## src/rtl/nand_seq_pkg.sv

```systemverilog
package nand_seq_pkg;

    typedef enum logic [2:0] {
        OP_RESET       = 3'd0,
        OP_READ_ID     = 3'd1,
        OP_PAGE_READ   = 3'd2,
        OP_PAGE_PROG   = 3'd3,
        OP_BLOCK_ERASE = 3'd4
    } op_e;

    typedef enum logic [1:0] {
        RES_PASS    = 2'd0,
        RES_FAIL    = 2'd1,
        RES_TIMEOUT = 2'd2
    } res_e;

    typedef enum logic [3:0] {
        S_IDLE, S_CMD1, S_ADDR, S_WDATA, S_CMD2, S_WAIT,
        S_PCMD, S_PRD, S_CMD3, S_RDATA, S_FIN
    } st_e;

    localparam int COL_BITS = 11;
    localparam int ID_WORDS = 5;

    localparam logic [7:0] K_READ     = 8'h00;
    localparam logic [7:0] K_READ_GO  = 8'h30;
    localparam logic [7:0] K_PROG     = 8'h80;
    localparam logic [7:0] K_PROG_GO  = 8'h10;
    localparam logic [7:0] K_ERASE    = 8'h60;
    localparam logic [7:0] K_ERASE_GO = 8'hD0;
    localparam logic [7:0] K_STATUS   = 8'h70;
    localparam logic [7:0] K_IDENT    = 8'h90;
    localparam logic [7:0] K_RESET    = 8'hFF;

    function automatic logic [7:0] opening_cmd(op_e o);
        case (o)
            OP_RESET:       return K_RESET;
            OP_READ_ID:     return K_IDENT;
            OP_PAGE_PROG:   return K_PROG;
            OP_BLOCK_ERASE: return K_ERASE;
            default:        return K_READ;
        endcase
    endfunction

    function automatic logic [7:0] closing_cmd(op_e o);
        case (o)
            OP_PAGE_PROG:   return K_PROG_GO;
            OP_BLOCK_ERASE: return K_ERASE_GO;
            default:        return K_READ_GO;
        endcase
    endfunction

    // number of address cycles per operation
    function automatic logic [2:0] addr_cycles(op_e o);
        case (o)
            OP_PAGE_READ, OP_PAGE_PROG: return 3'd5;
            OP_BLOCK_ERASE:             return 3'd3;
            OP_READ_ID:                 return 3'd1;
            default:                    return 3'd0;
        endcase
    endfunction

    // bit width carried by address cycle idx
    function automatic logic [3:0] field_width(op_e o, logic [2:0] idx);
        if (o == OP_PAGE_READ || o == OP_PAGE_PROG) begin
            case (idx)
                3'd1:    return 4'd3;
                3'd4:    return 4'd1;
                default: return 4'd8;
            endcase
        end
        return 4'd8;
    endfunction

endpackage

```

## src/rtl/nand_addr_gen.sv

```systemverilog
module nand_addr_gen
    import nand_seq_pkg::*;
#(
    parameter int BLK_W     = 11,
    parameter int PG_W      = 6,
    parameter int BLK_SHIFT = 17,
    parameter int PG_SHIFT  = 11,
    parameter int ADDR_W    = 29
) (
    input  logic [BLK_W-1:0]  blk,
    input  logic [PG_W-1:0]   pg,
    input  op_e               kind,
    output logic [ADDR_W-1:0] addr
);
    logic [ADDR_W-1:0] byte_addr;

    always_comb begin
        byte_addr = (ADDR_W'(blk) << BLK_SHIFT) + (ADDR_W'(pg) << PG_SHIFT);
        case (kind)
            OP_PAGE_READ, OP_PAGE_PROG: addr = byte_addr;
            OP_BLOCK_ERASE:             addr = byte_addr >> COL_BITS;
            default:                    addr = '0;
        endcase
    end
endmodule

```

## src/rtl/nand_status_eval.sv

```systemverilog
module nand_status_eval
    import nand_seq_pkg::*;
(
    input  op_e         kind,
    input  logic [15:0] status,
    output logic        ready,
    output logic        failed
);
    always_comb begin
        if (kind == OP_RESET) ready = status[6] & status[5];
        else                  ready = status[6];
        failed = (kind == OP_PAGE_PROG || kind == OP_BLOCK_ERASE) && status[0];
    end
endmodule

```

## src/rtl/nand_op_seq.sv

```systemverilog
module nand_op_seq
    import nand_seq_pkg::*;
#(
    parameter int MAIN_WORDS  = 1024,
    parameter int SPARE_WORDS = 32,
    parameter int BLK_W       = 11,
    parameter int PG_W        = 6,
    parameter int BLK_SHIFT   = 17,
    parameter int PG_SHIFT    = 11,
    parameter int MAX_RETRY   = 16,
    parameter int RESET_WAIT  = 8
) (
    input  logic              clk,
    input  logic              rst_n,
    input  logic              start,
    input  logic [2:0]        op,
    input  logic [BLK_W-1:0]  blk_idx,
    input  logic [PG_W-1:0]   pg_idx,
    input  logic              ext_verify,
    output logic              busy,
    output logic              done,
    output logic [1:0]        result,
    output logic              bus_cle,
    output logic              bus_ale,
    output logic              bus_we,
    output logic              bus_re,
    output logic [15:0]       bus_dout,
    input  logic [15:0]       bus_din,
    input  logic              wr_valid,
    output logic              wr_ready,
    input  logic [15:0]       wr_data,
    output logic              rd_valid,
    input  logic              rd_ready,
    output logic [15:0]       rd_data
);
    localparam int PAGE_WORDS = MAIN_WORDS + SPARE_WORDS;
    localparam int BLK_TOP    = BLK_SHIFT + BLK_W;
    localparam int PG_TOP     = PG_SHIFT + PG_W;
    localparam int ADDR_W     = ((BLK_TOP > PG_TOP) ? BLK_TOP : PG_TOP) + 1;
    localparam int CNT_W      = $clog2(PAGE_WORDS + RESET_WAIT + 8);
    localparam int RETRY_W    = $clog2(MAX_RETRY + 1);

    typedef struct packed {
        st_e               st;
        op_e               kind;
        logic              ext;
        logic [ADDR_W-1:0] addr;
        logic [CNT_W-1:0]  cnt;
        logic [RETRY_W-1:0] retry;
        res_e              res;
    } seq_t;

    seq_t q, d;

    logic [ADDR_W-1:0] addr_init;
    logic              st_ready, st_failed;
    logic              op_ok;
    logic [3:0]        fw;
    logic [CNT_W-1:0]  last_word;
    logic              bounded;

    nand_addr_gen #(
        .BLK_W(BLK_W), .PG_W(PG_W), .BLK_SHIFT(BLK_SHIFT),
        .PG_SHIFT(PG_SHIFT), .ADDR_W(ADDR_W)
    ) addr_i (
        .blk(blk_idx), .pg(pg_idx), .kind(op_e'(op)), .addr(addr_init)
    );

    nand_status_eval stat_i (
        .kind(q.kind), .status(bus_din), .ready(st_ready), .failed(st_failed)
    );

    assign op_ok   = (op <= 3'd4);
    assign bounded = !(q.kind == OP_RESET && !q.ext);

    always_comb begin
        d         = q;
        bus_cle   = 1'b0;
        bus_ale   = 1'b0;
        bus_we    = 1'b0;
        bus_re    = 1'b0;
        bus_dout  = 16'h0000;
        wr_ready  = 1'b0;
        rd_valid  = 1'b0;
        done      = 1'b0;
        fw        = field_width(q.kind, q.cnt[2:0]);
        last_word = (q.kind == OP_READ_ID) ? CNT_W'(ID_WORDS - 1) : CNT_W'(PAGE_WORDS - 1);
        case (q.st)
            S_IDLE: begin
                if (start && op_ok) begin
                    d.kind = op_e'(op);
                    d.ext  = ext_verify;
                    d.addr = addr_init;
                    d.cnt  = '0;
                    d.res  = RES_PASS;
                    d.st   = S_CMD1;
                end
            end
            S_CMD1: begin
                bus_cle  = 1'b1;
                bus_we   = 1'b1;
                bus_dout = {8'h00, opening_cmd(q.kind)};
                d.cnt    = '0;
                if (q.kind == OP_RESET) begin
                    d.cnt = CNT_W'(RESET_WAIT - 1);
                    d.st  = S_WAIT;
                end else begin
                    d.st = S_ADDR;
                end
            end
            S_ADDR: begin
                bus_ale  = 1'b1;
                bus_we   = 1'b1;
                bus_dout = {8'h00, q.addr[7:0] & 8'((9'd1 << fw) - 9'd1)};
                d.addr   = q.addr >> fw;
                d.cnt    = q.cnt + CNT_W'(1);
                if (q.cnt[2:0] == addr_cycles(q.kind) - 3'd1) begin
                    d.cnt = '0;
                    case (q.kind)
                        OP_PAGE_PROG: d.st = S_WDATA;
                        OP_READ_ID:   d.st = S_RDATA;
                        default:      d.st = S_CMD2;
                    endcase
                end
            end
            S_WDATA: begin
                wr_ready = 1'b1;
                if (wr_valid) begin
                    bus_we   = 1'b1;
                    bus_dout = wr_data;
                    d.cnt    = q.cnt + CNT_W'(1);
                    if (q.cnt == last_word) begin
                        d.cnt = '0;
                        d.st  = S_CMD2;
                    end
                end
            end
            S_CMD2: begin
                bus_cle  = 1'b1;
                bus_we   = 1'b1;
                bus_dout = {8'h00, closing_cmd(q.kind)};
                d.retry  = RETRY_W'(MAX_RETRY);
                d.st     = S_PCMD;
            end
            S_WAIT: begin
                if (q.cnt == '0) begin
                    d.retry = RETRY_W'(MAX_RETRY);
                    d.st    = S_PCMD;
                end else begin
                    d.cnt = q.cnt - CNT_W'(1);
                end
            end
            S_PCMD: begin
                bus_cle  = 1'b1;
                bus_we   = 1'b1;
                bus_dout = {8'h00, K_STATUS};
                d.st     = S_PRD;
            end
            S_PRD: begin
                bus_re = 1'b1;
                if (st_ready) begin
                    if (q.kind == OP_PAGE_READ) begin
                        d.st = S_CMD3;
                    end else begin
                        d.res = st_failed ? RES_FAIL : RES_PASS;
                        d.st  = S_FIN;
                    end
                end else if (bounded && q.retry == RETRY_W'(1)) begin
                    d.res = RES_TIMEOUT;
                    d.st  = S_FIN;
                end else begin
                    if (bounded) d.retry = q.retry - RETRY_W'(1);
                    d.st = S_PCMD;
                end
            end
            S_CMD3: begin
                bus_cle  = 1'b1;
                bus_we   = 1'b1;
                bus_dout = {8'h00, K_READ};
                d.cnt    = '0;
                d.st     = S_RDATA;
            end
            S_RDATA: begin
                rd_valid = 1'b1;
                if (rd_ready) begin
                    bus_re = 1'b1;
                    d.cnt  = q.cnt + CNT_W'(1);
                    if (q.cnt == last_word) begin
                        d.res = RES_PASS;
                        d.st  = S_FIN;
                    end
                end
            end
            S_FIN: begin
                done = 1'b1;
                d.st = S_IDLE;
            end
            default: d.st = S_IDLE;
        endcase
    end

    always_ff @(posedge clk or negedge rst_n) begin
        if (!rst_n) begin
            q.st    <= S_IDLE;
            q.kind  <= OP_RESET;
            q.ext   <= 1'b0;
            q.addr  <= '0;
            q.cnt   <= '0;
            q.retry <= '0;
            q.res   <= RES_PASS;
        end else begin
            q <= d;
        end
    end

    assign busy    = (q.st != S_IDLE);
    assign result  = q.res;
    assign rd_data = bus_din;

endmodule

```

## config.mk

```make
export PLATFORM = sky130hd
export DESIGN_NAME = nand_op_seq
export DESIGN_NICKNAME = d
export VERILOG_FILES = /design/src/rtl/nand_seq_pkg.sv /design/src/rtl/nand_addr_gen.sv /design/src/rtl/nand_status_eval.sv /design/src/rtl/nand_op_seq.sv
export SDC_FILE = /design/constraint.sdc
export NUM_CORES = 1
export LEC_CHECK = 0
export ABC_AREA = 1
export BUFFER_PORTS_ARGS = -buffer_cell sky130_fd_sc_hd__buf_2
export CORE_ASPECT_RATIO = 0.75
export CORE_UTILIZATION = 25
export CTS_CLUSTER_DIAMETER = 80
export CTS_CLUSTER_SIZE = 10
export DETAILED_ROUTE_END_ITERATION = 7
export GPL_TIMING_DRIVEN = 0
export HOLD_SLACK_MARGIN = 0.03
export PLACE_DENSITY = 0.5
export SETUP_SLACK_MARGIN = 0.3
export SYNTH_ARGS = -nofsm -noshare
export SYNTH_HDL_FRONTEND = slang
export SYNTH_HIERARCHICAL = 1
export SYNTH_SLANG_ARGS = --single-unit
```

## constraint.sdc

```tcl
create_clock -name clk -period 3.2 [get_ports clk]
set_input_delay 0.32 -clock clk [delete_from_list [all_inputs] [get_ports clk]]
set_output_delay 0.32 -clock clk [all_outputs]
set_load 0.05 [all_outputs]
```

==> flow_metrics.py <==
metrics = {
    "synth": {
        "yosys_most_used_dff": "dfrtp_1",
        "synthTopCellsByArea": "dfrtp_1, nand2_1, inv_1",
        "synth_nets": 874,
        "syn_inst": 810,
        "yosysSeqAreaShare_pct": 26.7,
        "synth_area_leader_cell": "dfrtp_1",
        "synth_area_per_cell_sq_um": 6.35,
        "yosys_warnings": 6,
        "synth-edff-count": 0,
        "synth-seq-cells": 55,
        "ys_types": 53,
        "syn_area_sq_mm": 0.00515,
        "yosysTopAreaCellShare_pct": 26.7,
        "synthArstFlopShare_pct": 100,
    },
    "floorplanning": {
        "core_area_sq_mm": 0.0202,
        "rows": 45,
        "die_w_microns": 168,
        "initial_core_util_pct": 25.5,
        "die_h_microns": 126,
        "ios": 100,
        "die-area_sq_mm": 0.0212,
    },
    "worst_setup_path": {
        "path_buf_inv": 4,
        "worstPathCellList": "inv_1 > ha_1 > nand2_1 > inv_1 > nand2_2 > buf_4 > ha_1 > o311ai_2 > buf_6",
        "rr_worst_depth": 9,
        "worstPathArrival_ns": 2.47,
        "end_kind": "output pin",
        "reg2reg_from": "q[7]",
        "critPathRequiredTime_ns": 2.88,
        "crit_type": "reg2out",
        "regToRegSetupSlack_ns": 1.04,
        "cp_max_fo": 10,
        "slowest_stage": "dfrtp_2",
        "path_delay_family": "buffers and inverters",
        "regToRegEndpoint": "q[35]",
        "start_kind": "flip-flop",
        "slowest_delay_ns": 0.45,
    },
    "power": {
        "p_per_area_mw_per_mm2": 862,
        "leakagePower_nw": 3.19,
        "vdd_drop_max_uv": 305,
        "total_power_mw": 5.28,
    },
    "clocking": {
        "cts_tree": "done",
        "clkSinkCount": 55,
        "cts_buffers": 5,
        "clock_latency_ns": 0.32,
        "htreeDepth": 2,
        "cts-root-buf": "clkbuf_16",
        "path_clk_slew_ns": 0.09,
        "clk_path_buf_depth": 2,
    },
    "routing": {
        "drt_iter0_drc": 410,
        "drc": 0,
        "vias_per_cell": 4.71,
        "ant_nets": 0,
        "post_drt_wl_per_cell_microns": 15.0,
        "routed_wirelength_microns": 17500,
        "dr.pass1.iters": 5,
        "via_count": 5490,
    },
    "global_route": {
        "use_met2_pct": 23.4,
        "antenna_found_initial": 0,
        "use_met3_pct": 2.29,
        "grt_pass1_wl_microns": 27400,
        "grt-ovfl-total": 0,
        "grtUsageMet1_pct": 26.3,
        "gr-max-usage-layer": "met1",
        "grt_pass1_vias": 4848,
        "track_usage_pct": 16.7,
        "grt_max_degree": 37,
    },
    "worst_hold_path": {
        "hold_start": "ext_verify",
        "hp-class": "in2reg",
        "min_to": "q[47]",
        "hold_depth": 3,
    },
    "layout": {
        "antenna_cells": 0,
        "area_growth_pct": 18.9,
        "nets": 971,
        "layout-drive-gt1-share_pct": 24.2,
    },
    "sta": {
        "fin_skew_ns": 0.0148,
        "setup_violations": 0,
        "setup_ws_ns": 0.412,
        "setup_tns_ns": 0,
        "fmax_mhz": 359,
        "fin_crit_ns": 2.79,
        "finalHoldViolCount": 0,
        "worst_pin_slew_ns": 0.552,
        "rsz0062_at_grt": "no",
        "relSlewSlack_pct": 63.2,
        "period_share_pct": 87.1,
        "slew_violations": 0,
    },
    "placed_design": {
        "place_congestion": 0.902,
        "place_ws_ns": 0.499,
        "hpwl_microns": 13800,
        "port_buffers": 85,
    },
    "outcome": {
        "status": "completed",
    },
    "run": {
        "drv_cap": 0,
    },
}
==> through the flow <==
step,hold WS (ns),utilization (%),cell area [sq um],instances
2_1_floorplan,0.0244,-,5150,810
3_3_place_gp,0.502,29.2,5900,1153
3_5_place_dp,0.351,29.3,5920,1154
4_1_cts,0.217,30.1,6090,1163
5_1_grt,0.230,30.3,6120,1166
6_report,0.224,30.3,6120,1166
==> cell usage in the layout (no fill, tap or decap), types with 9 or more instances in the layout <==
cell,n
a21oi_1,23
a31oi_1,11
buf_2,95
buf_4,30
buf_6,9
dfrtp_1,53
inv_1,97
inv_2,17
nand2_1,239
nand3_1,60
nor2_1,65
nor2_2,14
nor3_1,11
o21ai_0,59
o21ai_1,19
==> synth_stat cells (6+ instances only) <==
cell type,instances
nand2_1,240
o21ai_0,59
buf_2,11
a31oi_1,11
a21oi_1,23
buf_6,8
xor2_1,6
nor2_1,65
dfrtp_1,55
o21ai_1,19
nand4_1,6
inv_1,97
ha_1,6
buf_4,27
o211ai_1,6
nor2_4,7
nor2_2,14
nand3_1,60
o22ai_1,7
inv_2,17
nor3_1,11
==> flip-flops by register name, summed over array words and instances, names as in the netlist <==
| name | cells |
|---|---|
| result | 2 |
| q | 53 |
==> worst max path at each step <==
stage,from,to,cells after the start
after floorplan,q[7],bus_dout[3],8
after global placement,q[7],bus_dout[1],9
after detailed placement,q[7],bus_dout[1],9
after CTS,q[7],bus_dout[1],9
after global routing,q[8],bus_dout[1],9
final,q[8],bus_dout[1],9
==> metal layers <==
layer	vias up	wire (microns)
met1	2506	9000
li1	2765	-
met4	0	181
met2	205	7100
met5	-	0
met3	14	1210
==> power by group <==
part	total, mW	switching [mW]	internal (mW)
clock network	0.605	0.305	0.300
registers	1.22	0.262	0.959
logic	3.45	2.40	1.06
total	5.28	2.96	2.31
==> layout make-up <==
class | count | area, sq um
Sequential cell | 55 | 1380
Timing Repair Buffer | 90 | 484
Fill cell | 2296 | 14100
Inverter | 120 | 469
Tap cell | 258 | 323
Multi-Input combinational cell | 586 | 2950
Buffer | 49 | 359
Clock inverter | 3 | 28.8
Clock buffer | 5 | 125
==> worst reg2reg max path: stages (launching register included) <==
cell and delay [ns]:
dfrtp_2 0.45, buf_4 0.15, ha_1 0.23, nand3_4 0.16, clkbuf_1 0.45, nand2_1 0.17
o211ai_1 0.15, nand4_1 0.16, nand2_1 0.09, inv_1 0.04
==> cells by family after synthesis <==
kind of cell | synth area share (%)
and+or+nand+nor | 37.9
buffers and inverters | 16.1
AOI/OAI and AO/OA | 16.4
DFF | 26.7
xor gates and xnor gates | 1.19
adders and majority gates | 1.46
other | 0.146
==> what timing repair did <==
item | CTS | global route
setup buffers | 0 | 3
gates resized for setup | 3 | 2
hold buffers | 1 | 0
endpoints found under the setup margin | 1 | 1
pin swaps | 0 | 0
endpoints found under the hold margin | 19 | 0
Note: power is estimated with default switching activity, not from simulation.
